[config.mk]
export PLATFORM = sky130hd
export DESIGN_NAME = int_div_trap
export DESIGN_NICKNAME = d
export VERILOG_FILES = /design/src/rtl/div_pkg.sv /design/src/rtl/div_operand_prep.sv /design/src/rtl/div_restore_step.sv /design/src/rtl/div_result_fix.sv /design/src/rtl/int_div_trap.sv
export SDC_FILE = /design/constraint.sdc
export NUM_CORES = 1
export LEC_CHECK = 0
export BUFFER_PORTS_ARGS = -buffer_cell sky130_fd_sc_hd__clkbuf_2
export CAP_MARGIN = 0
export CORE_MARGIN = 3
export CORE_UTILIZATION = 54
export CTS_CLUSTER_DIAMETER = 120
export DETAILED_ROUTE_END_ITERATION = 6
export PLACE_DENSITY = 0.77
export SKIP_CTS_REPAIR_TIMING = 1
export SKIP_LAST_GASP = 1
export SLEW_MARGIN = 20
export SYNTH_ARGS = -nofsm -noshare
export SYNTH_HDL_FRONTEND = slang
export SYNTH_SLANG_ARGS = --single-unit
[constraint.sdc]
create_clock -name clk -period 4.1 [get_ports clk]
set_clock_uncertainty 0.15 [all_clocks]
set_input_delay 0.41 -clock clk [delete_from_list [all_inputs] [get_ports clk]]
set_output_delay 0.41 -clock clk [all_outputs]
set_load 0.03 [all_outputs]
[src/rtl/div_pkg.sv]
package div_pkg;
    // Cause code reported with a zero-divisor exception request
    localparam logic [4:0] DIVZ_CAUSE = 5'b00101;
endpackage

[src/rtl/div_operand_prep.sv]
module div_operand_prep #(
    parameter int W = 32
) (
    input  logic [W-1:0] a_i,
    input  logic [W-1:0] b_i,
    input  logic         signed_i,
    output logic [W-1:0] a_mag_o,
    output logic [W-1:0] b_mag_o,
    output logic         neg_o,
    output logic         b_zero_o
);
    logic a_neg, b_neg;

    always_comb begin
        a_neg    = signed_i & a_i[W-1];
        b_neg    = signed_i & b_i[W-1];
        a_mag_o  = a_neg ? (~a_i + 1'b1) : a_i;
        b_mag_o  = b_neg ? (~b_i + 1'b1) : b_i;
        neg_o    = a_neg ^ b_neg;
        b_zero_o = (b_i == '0);
    end
endmodule

[src/rtl/div_restore_step.sv]
module div_restore_step #(
    parameter int W = 32
) (
    input  logic [W-1:0] rem_i,
    input  logic [W-1:0] quo_i,
    input  logic [W-1:0] dsr_i,
    output logic [W-1:0] rem_o,
    output logic [W-1:0] quo_o
);
    logic [W:0] shifted;
    logic [W:0] diff;
    logic       fits;

    always_comb begin
        shifted = {rem_i, quo_i[W-1]};
        diff    = shifted - {1'b0, dsr_i};
        fits    = ~diff[W];
        rem_o   = fits ? diff[W-1:0] : shifted[W-1:0];
        quo_o   = {quo_i[W-2:0], fits};
    end
endmodule

[src/rtl/div_result_fix.sv]
module div_result_fix #(
    parameter int W = 32
) (
    input  logic [W-1:0] mag_i,
    input  logic         neg_i,
    output logic [W-1:0] res_o
);
    always_comb begin
        res_o = neg_i ? (~mag_i + 1'b1) : mag_i;
    end
endmodule

[src/rtl/int_div_trap.sv]
module int_div_trap #(
    parameter int W       = 32,
    parameter bit TRAP_EN = 1'b1
) (
    input  logic         clk,
    input  logic         rst_n,
    input  logic         start_i,
    input  logic         signed_i,
    input  logic [W-1:0] dividend_i,
    input  logic [W-1:0] divisor_i,
    input  logic         exc_en_i,
    output logic         busy_o,
    output logic         done_o,
    output logic [W-1:0] quot_o,
    output logic         dz_o,
    output logic         exc_req_o,
    output logic [4:0]   exc_cause_o
);
    import div_pkg::*;

    localparam int CW = $clog2(W);
    localparam logic [CW-1:0] LAST = CW'(W - 1);

    typedef struct packed {
        logic          busy;
        logic [CW-1:0] cnt;
        logic [W-1:0]  rem;
        logic [W-1:0]  quo;
        logic [W-1:0]  dsr;
        logic          neg;
        logic          done;
        logic [W-1:0]  res;
        logic          dz;
        logic          exc;
    } div_state_t;

    div_state_t st_d, st_q;

    logic [W-1:0] a_mag, b_mag;
    logic         op_neg, b_zero;
    logic [W-1:0] step_rem, step_quo;
    logic [W-1:0] fixed_res;

    div_operand_prep #(.W(W)) u_prep (
        .a_i      (dividend_i),
        .b_i      (divisor_i),
        .signed_i (signed_i),
        .a_mag_o  (a_mag),
        .b_mag_o  (b_mag),
        .neg_o    (op_neg),
        .b_zero_o (b_zero)
    );

    div_restore_step #(.W(W)) u_step (
        .rem_i (st_q.rem),
        .quo_i (st_q.quo),
        .dsr_i (st_q.dsr),
        .rem_o (step_rem),
        .quo_o (step_quo)
    );

    div_result_fix #(.W(W)) u_fix (
        .mag_i (step_quo),
        .neg_i (st_q.neg),
        .res_o (fixed_res)
    );

    always_comb begin
        st_d      = st_q;
        st_d.done = 1'b0;
        st_d.exc  = 1'b0;
        if (!st_q.busy) begin
            if (start_i) begin
                if (b_zero) begin
                    st_d.done = 1'b1;
                    st_d.res  = '0;
                    st_d.dz   = 1'b1;
                    st_d.exc  = exc_en_i && TRAP_EN;
                end else begin
                    st_d.busy = 1'b1;
                    st_d.cnt  = '0;
                    st_d.rem  = '0;
                    st_d.quo  = a_mag;
                    st_d.dsr  = b_mag;
                    st_d.neg  = op_neg;
                    st_d.dz   = 1'b0;
                end
            end
        end else begin
            st_d.rem = step_rem;
            st_d.quo = step_quo;
            st_d.cnt = st_q.cnt + 1'b1;
            if (st_q.cnt == LAST) begin
                st_d.busy = 1'b0;
                st_d.done = 1'b1;
                st_d.res  = fixed_res;
            end
        end
    end

    always_ff @(posedge clk or negedge rst_n) begin
        if (!rst_n) begin
            st_q <= '0;
        end else begin
            st_q <= st_d;
        end
    end

    assign busy_o      = st_q.busy;
    assign done_o      = st_q.done;
    assign quot_o      = st_q.res;
    assign dz_o        = st_q.dz;
    assign exc_req_o   = st_q.exc;
    assign exc_cause_o = st_q.exc ? DIVZ_CAUSE : 5'b0;
endmodule

==> reports/results.txt, run 1 <==
After detailed routing, the number of vias per cell comes to 5.883. The logs give 0.2549 for the global-route total usage across every layer and 4.23 ns for the required time of the worst setup path. The kind of critical path was flip-flop to flip-flop. For hold timing, the worst endpoint is exc_req_o. The async set-or-reset flop fraction in the synthesized netlist was 1.000; the power density over cell area was 975.4 nW/um^2. Commonest register cell after synthesis: dfrtp_1.

Input and output buffers added on the ports amount to 106. The run gives 0 as the number of max-slew violations in the final report. The run gives 19,710 um^2 as the area enclosed by the die boundary. Setup violations remaining at the end of the flow were counted as 0.

After technology mapping, the gate count stands at 1,183. From left edge to right edge, the die measures 140.4 um. The clock latency reported for the late side of the worst-skew pair was 0.43 ns; the residual DRC count was 0.

The number of global-route vias before repair is 8,491. Counting instances, the worst hold path has a depth of 3. Clock tree synthesis found a total of 138 sinks. The worst reg2reg path startpoint was st_q[128]. A synthesized cell averages 8.244 um^2.

The path class of the lowest-slack min-delay path was input port to flip-flop. The top cell type's share of synthesized area is 0.3541, and the initial cell density of the core is 0.5581. The summed instance area of the synthesized netlist is 9753 um^2, and the I/O pin count is 110. In this run, synthesis inferred 0 flip-flops with an integrated enable. In this run the critical register-to-register path is captured at quot_o[28].

For the cell count after placement, the log shows 1,441. The run gives 48 as the number of rows created at floorplan. The share of cells above drive strength 1 was 0.1599; the detailed-routing iteration count for the pre-antenna-repair pass was 6. For the setup slack of the most critical reg-to-reg path, the log shows 0.20 ns. The finished layout holds 1,476 standard cells, fillers aside. The antenna diode instance count was 0; the number of distinct standard cells referenced by the synthesized netlist was 72. TritonCTS built the clock tree. The biggest area consumer among synthesized cells was dfrtp_1. The logs give 0 for the count of maximum capacitance violations and 17,810 um for the HPWL after detailed placement. After global routing the overflow that remains totals 0. In the final routed layout, each cell accounts on average for 16.85 um.

The leakage component of the power came out at 4.866 nW. The first-pass GRT wire length came out at 41,280 um. The tools report the final hold violation count as 0. At the pin with the least slew margin, the transition time is 0.9233 ns.

The clock passes through at most 2 buffers. Derived from the worst setup path, the maximum achievable clock frequency is 0.2565 GHz. The critical hold path startpoint is exc_en_i. The routed design could run at a clock period as short as 3.899 ns. The worst hold slack after final layout came out at 0.01555 ns. STA classifies the critical path startpoint as a flip-flop.

The run gives 0.3541 as the portion of the post-synthesis area used by sequential elements. Entering global routing, the biggest net connects 89 pins. After synthesis, the cell types taking the most area are dfrtp_1 (35%), o21ai_0 (6.8%), nand2_1 (6.1%), xor2_1 (5.1%), ha_1 (4.7%). The clock edge transition at the registers on the reported setup and hold paths was 0.06 ns. The number of cell instances on the worst register-to-register path was 16. The placement-stage worst setup slack is 0.005815 ns.

Counting flops and latches in the post-synthesis netlist gives 138. The largest vdd supply drop was 937.5 uV; the area added between synthesis and finish was 11.61%. For the number of buffers created by CTS, the log shows 17. Post-detailed-routing wire length: 24,870 um.

The number of levels in the clock H-tree was 4; the detailed-route via count was 8,684. Final period utilization: 0.9510. The Yosys step of the flow raised 0 warnings. The logs give 0 for the number of antenna violations at the first check in global routing and 10.62 mW for the total power after layout. Setup repair after global routing left no endpoint under its margin. The worst path meets setup with 0.2007 ns of slack.

The die is 140.4 um tall. The logs give 0.9027 for the weighted congestion at the end of routability-driven global placement and 1,345 for the count of nets after finishing. The first routing iteration left 569 violations. The region available for standard cell placement spans 17,480 um^2. Final design instance area without fill: 10,890 um^2. The clock tree root buffer cell was clkbuf_16. The normalized max-slew margin is 0.3830, and the largest driver fanout on the critical path is 5. Kind of capture point of the worst setup path: a flip-flop. Data on the critical path arrives at its endpoint at 4.03 ns. The post-place instance area came out at 10,220 um^2.

The run finished with clean final reports. The remaining antenna violation count was 0.
==> cells in the final DEF, fill, tap and decap left out, types with 4 or more instances in the layout <==
master and n:
nand2_1 157, dfrtp_1 137, o21ai_0 133, clkbuf_2 105, a21oi_1 88, nor2_1 70, xor2_1 57, inv_1 56
xnor2_1 47, ha_1 34, o31ai_1 27, o21ai_1 26, nand3_1 25, buf_4 24, clkbuf_16 17, or3_1 16
and3_1 13, o41ai_1 13, mux2i_1 13, nor3_1 11, a31oi_1 11, or4_1 10, and2_1 9, o21a_1 8
a21o_1 8, nand4_1 7, nand2b_1 7, o21bai_1 6, o211ai_1 6, nor2b_1 5, nor4_1 5, a41oi_1 5
clkinvlp_4 4
==> synthesized netlist by cell type (6+ instances only) <==
master	instances
buf_2	14
and3_1	13
inv_1	56
dfrtp_1	138
o21ai_1	26
buf_4	38
clkbuf_1	42
or4_1	10
xnor2_1	48
or3_1	16
nand3_1	25
nor3_1	11
ha_1	37
xor2_1	57
a31oi_1	11
o41ai_1	14
o211ai_1	6
a21o_1	8
o31ai_1	30
nand2b_1	9
o21bai_1	6
nand2_1	158
nand4_1	7
mux2i_1	13
nor2_1	71
a21oi_1	88
nor4_1	6
o21ai_0	133
o21a_1	8
and2_1	9
==> cell type report <==
cell class,count,area [um^2]
Clock buffer,19,442.9
Clock inverter,13,143.9
Multi-Input combinational cell,893,5622
Sequential cell,138,3455
Tap cell,225,281.5
Fill cell,1483,6591
Inverter,57,214.0
Timing Repair Buffer,131,726.9
==> registers in the layout, summed over array words and instances (netlist names) <==
register / cells
busy_o: 1
done_o: 1
dz_o: 1
exc_req_o: 1
quot_o: 32
st_q: 102
==> cells by family (layout without fill, tap and decap cells) <==
logic type / after synthesis / after routing / synth area share
AOI/OAI and AO/OA: 370 / 370 / 0.2284
xor gates and xnor gates: 105 / 105 / 0.09429
adders and majority gates: 38 / 38 / 0.04952
buffers and inverters: 154 / 220 / 0.07800
DFF: 138 / 138 / 0.3541
muxes: 15 / 15 / 0.01565
other: 1 / 3 / 0.0003845
and+or+nand+nor: 362 / 362 / 0.1797
==> critical path, stage by stage, from the launching register on <==
cell,delay (ns)
dfrtp_1,0.40
ha_1,0.34
a21o_1,0.20
or4_1,0.42
a221oi_2,0.19
a22oi_1,0.11
a311oi_2,0.31
buf_4,0.17
xnor2_2,0.07
inv_1,0.08
ha_2,0.21
nand2b_4,0.08
nand2b_4,0.16
or3_4,0.41
o31ai_2,0.25
xor2_1,0.16
o21ai_1,0.07
==> power by group <==
part / total (mW) / switching [mW] / internal [mW]
clock: 1.54 / 0.625 / 0.915
combinational: 6.46 / 3.90 / 2.55
sequential: 2.62 / 0.554 / 2.07
==> how the worst max path moves through the flow <==
stage / from / slack [ns] / depth (start not counted) / end
after floorplan: st_q[128] / 0.08 / 17 / quot_o[30]
after global placement: st_q[128] / 0.06 / 16 / quot_o[26]
after detailed placement: st_q[128] / 0.006 / 16 / quot_o[30]
after CTS: st_q[128] / -0.01 / 16 / quot_o[28]
after global routing: st_q[128] / 0.03 / 16 / quot_o[30]
final: st_q[128] / 0.20 / 16 / quot_o[28]
==> stage by stage <==
stage	TNS (ns)	util
after detailed placement	0	0.5846
after floorplan	0	-
final	0	0.6229
after CTS	-0.04999	0.6181
after global routing	0	0.6229
after global placement	0	0.5846
==> routing by layer <==
| metal | routed length, um | track usage | share of wire |
|---|---|---|---|
| met1 | 10890 | 0.3226 | 0.44 |
| met2 | 12160 | 0.4289 | 0.49 |
| met3 | 1069 | 0.04746 | 0.043 |
| met4 | 748 | 0.1066 | 0.030 |
| met5 | 0 | 0 | 0 |
Power figures use the tool's default switching activity.
==> inputs of run 2 (changes only) <==
--- a/config.mk
+++ b/config.mk
@@ -11,7 +11,7 @@
 export CORE_UTILIZATION = 54
 export CTS_CLUSTER_DIAMETER = 120
 export DETAILED_ROUTE_END_ITERATION = 6
-export PLACE_DENSITY = 0.77
+export PLACE_DENSITY_LB_ADDON = 0.08
 export SKIP_CTS_REPAIR_TIMING = 1
 export SKIP_LAST_GASP = 1
 export SLEW_MARGIN = 20
==> reports/results.txt, run 2 (synthesized netlist as in run 1, its figures left out) <==
The run finished with clean final reports. The normalized max-slew margin came out at 0.3721 (-0.01089). The number of clock sinks is 138 (unchanged).

The slew at the pin closest to its max-slew limit came out at 0.9396 ns (+0.01629 ns). The number of buffer cells added on primary ports works out to 106 (unchanged). The area enclosed by the die boundary is 19,710 um^2 (unchanged).

Violation count after the first detailed-route iteration: 605 (+6.3%). The final period utilization is 0.9398 (-0.01126). The first-pass GRT wire length is 40,820 um (-1.1%), and the arrival time at the worst endpoint is 4.00 ns (-0.03 ns).

The largest driver fanout on the critical path is 5 (unchanged), and the clock edge transition at the registers on the reported setup and hold paths is 0.06 ns (about the same). The worst setup path is launched from a flip-flop. st_q holds more flip-flops than any other register. The cell count after placement was 1,441 (unchanged); the total power after layout was 10.46 mW (-1.5%). The run gives 17,480 um^2 (unchanged) as the standard cell core area. The maximum buffer depth of the clock tree came out at 2 (unchanged).

The tree is rooted in a clkbuf_16. The path class of the tightest hold or removal check is input port to flip-flop. The logs give 5.489 mW (-0.85%) for the internal power and 7,928 (-6.6%) for the number of global-route vias before repair. The count of nets after finishing is 1,343 (-0.15%), and the setup total negative slack is 0 ns (unchanged). Leaving out fill and tap cells, the most frequent cells in the layout are nand2_1 (157), dfrtp_1 (137), o21ai_0 (133). Residual overflow from global routing: 0 (unchanged).

The kind of capture point of the worst setup path was a flip-flop. The tools report the met3 wirelength from detailed routing as 1337 um (+25%). The initial cell density of the core is 0.5581 (unchanged). The switching share of total power is 0.4751 (-0.003511). The run gives 4.844 nW (-0.45%) as the leakage component of the power. The area added between synthesis and finish works out to 11.24%. The largest vdd supply drop came out at 668.6 uV (-29%). The run gives 48 (unchanged) as the number of rows created at floorplan.

Detailed-routing iteration count for the pre-antenna-repair pass: 6 (unchanged). The global-route total usage across every layer came out at 0.2548 (about the same). The switching component of the power is 4.968 mW (-2.2%). The post-place instance area came out at 10,220 um^2 (unchanged). The critical path is of the flip-flop to flip-flop type.

For the I/O pin count, the log shows 110 (unchanged). The library cell used most frequently in the layout, excluding fill and tap cells, is nand2_1. The logs give 0.02208 ns (+0.006531 ns) for the worst hold slack after final layout and 0.43 ns (about the same) for the clock latency reported for the late side of the worst-skew pair.

Highest clock rate: 0.2595 GHz (+1.2%). The number of buffers created by CTS was 17 (unchanged); the number of antenna violations at the first check in global routing was 1 (+1). The required time of the worst setup path was 4.25 ns (+0.02 ns). The detailed-route via count is 8,572 (-1.3%).

The maximum number of pins on one net before global-route repair is 83 (-6.7%). The number of max-slew violations in the final report is 0 (unchanged). The residual DRC count came out at 0 (unchanged). Final design instance area without fill: 10,850 um^2 (-0.33%). The routed metal-1 wirelength came out at 11,590 um (+6.5%). TritonCTS built the clock tree.

The combinational group share of total power was 0.607 (about the same); the weighted congestion at the end of routability-driven global placement was 0.9282 (+2.8%). The remaining antenna violation count is 0 (unchanged). For the part of the total power dissipated in sequential elements, the log shows 0.252 (+0.005).

Detail-routed via count per cell: 5.823 (-1.0%). For the post-detailed-routing wire length, the log shows 24,530 um (-1.4%). Setup repair after global routing left no endpoint under its margin. The share of cells above drive strength 1 was 0.1540 (-0.005903); the minimum clock period was 3.853 ns (-0.04615 ns). The die height was 140.4 um (unchanged). The final setup violation count was 0 (unchanged); the die width was 140.4 um (unchanged).

The power density over cell area is 963.9 nW/um^2 (-1.2%). For the total length of routed met2 wires, the log shows 11,270 um (-7.4%). Clock power share: 0.141 (-0.004).

The routed length per instance was 16.67 um (-1.1%); the count of maximum capacitance violations was 0 (unchanged). Count of placed standard cells in the final layout, fillers left out: 1,472 (-0.27%). Top layer reached by signal wires: met5.

The flip-flop count of the largest register, all copies and words added works out to 102 (unchanged). The HPWL after detailed placement is 18,010 um (+1.1%), and the antenna diode instance count is 0 (unchanged). The number of levels in the clock H-tree was 4 (unchanged).

The final hold violation count is 0 (unchanged).
run 2: area by class of cell:
cell class / count / area [um^2]
flip-flops and latches: 138 / 3455
multi-input cells: 893 / 5635
repair buffers: 129 / 711.9
fillers: 1585 / 6628
well taps: 225 / 281.5
clock buffers: 22 / 454.2
clock inverters: 8 / 97.59
inverters: 57 / 214.0
run 2: worst paths after layout:
path,startpoint,end,slack (ns),cells after the start
max,st_q[65],quot_o[30],0.25,16
min,exc_en_i,exc_req_o,0.02,3
max reg2reg,st_q[65],quot_o[30],0.25,16
min reg2reg,quot_o[3],quot_o[3],0.33,2
max in group asynchronous,rst_n,st_q[131],2.45,3
min in group asynchronous,rst_n,quot_o[13],0.46,2
run 2: power groups by stage:
stage / sequential (mW) / combinational, mW / clock, mW
2_1_floorplan: 2.44 / 5.08 / 0
3_3_place_gp: 2.62 / 6.16 / 0
3_5_place_dp: 2.64 / 6.22 / 0
4_1_cts: 2.61 / 6.26 / 1.49
5_1_grt: 2.73 / 7.14 / 1.55
6_report: 2.64 / 6.35 / 1.47
run 2: per-layer routing:
| layer | global-route usage | up-vias |
|---|---|---|
| met5 | 0 | - |
| li1 | - | 4253 |
| met4 | 0.06017 | 2 |
| met3 | 0.04848 | 27 |
| met1 | 0.3751 | 4067 |
| met2 | 0.3901 | 223 |
run 2: critical path, cell delays in order, from the launching register on:
cell and delay [ns]:
dfrtp_1 0.36, inv_1 0.10, ha_4 0.22, a21o_1 0.22
or4_1 0.44, a221oi_2 0.24, a22oi_2 0.10, a311oi_2 0.33
xnor2_2 0.10, inv_1 0.11, ha_2 0.22, nand2b_4 0.08
nand2b_4 0.15, or3_4 0.41, o31ai_2 0.26, xor2_1 0.17
o21ai_1 0.07
run 2: stage by stage:
step           worst slack, ns  utilization
2_1_floorplan          0.08092            -
3_3_place_gp            0.1736       0.5846
3_5_place_dp           0.08830       0.5846
4_1_cts                0.05669       0.6161
5_1_grt                0.03805       0.6208
6_report                0.2469       0.6208
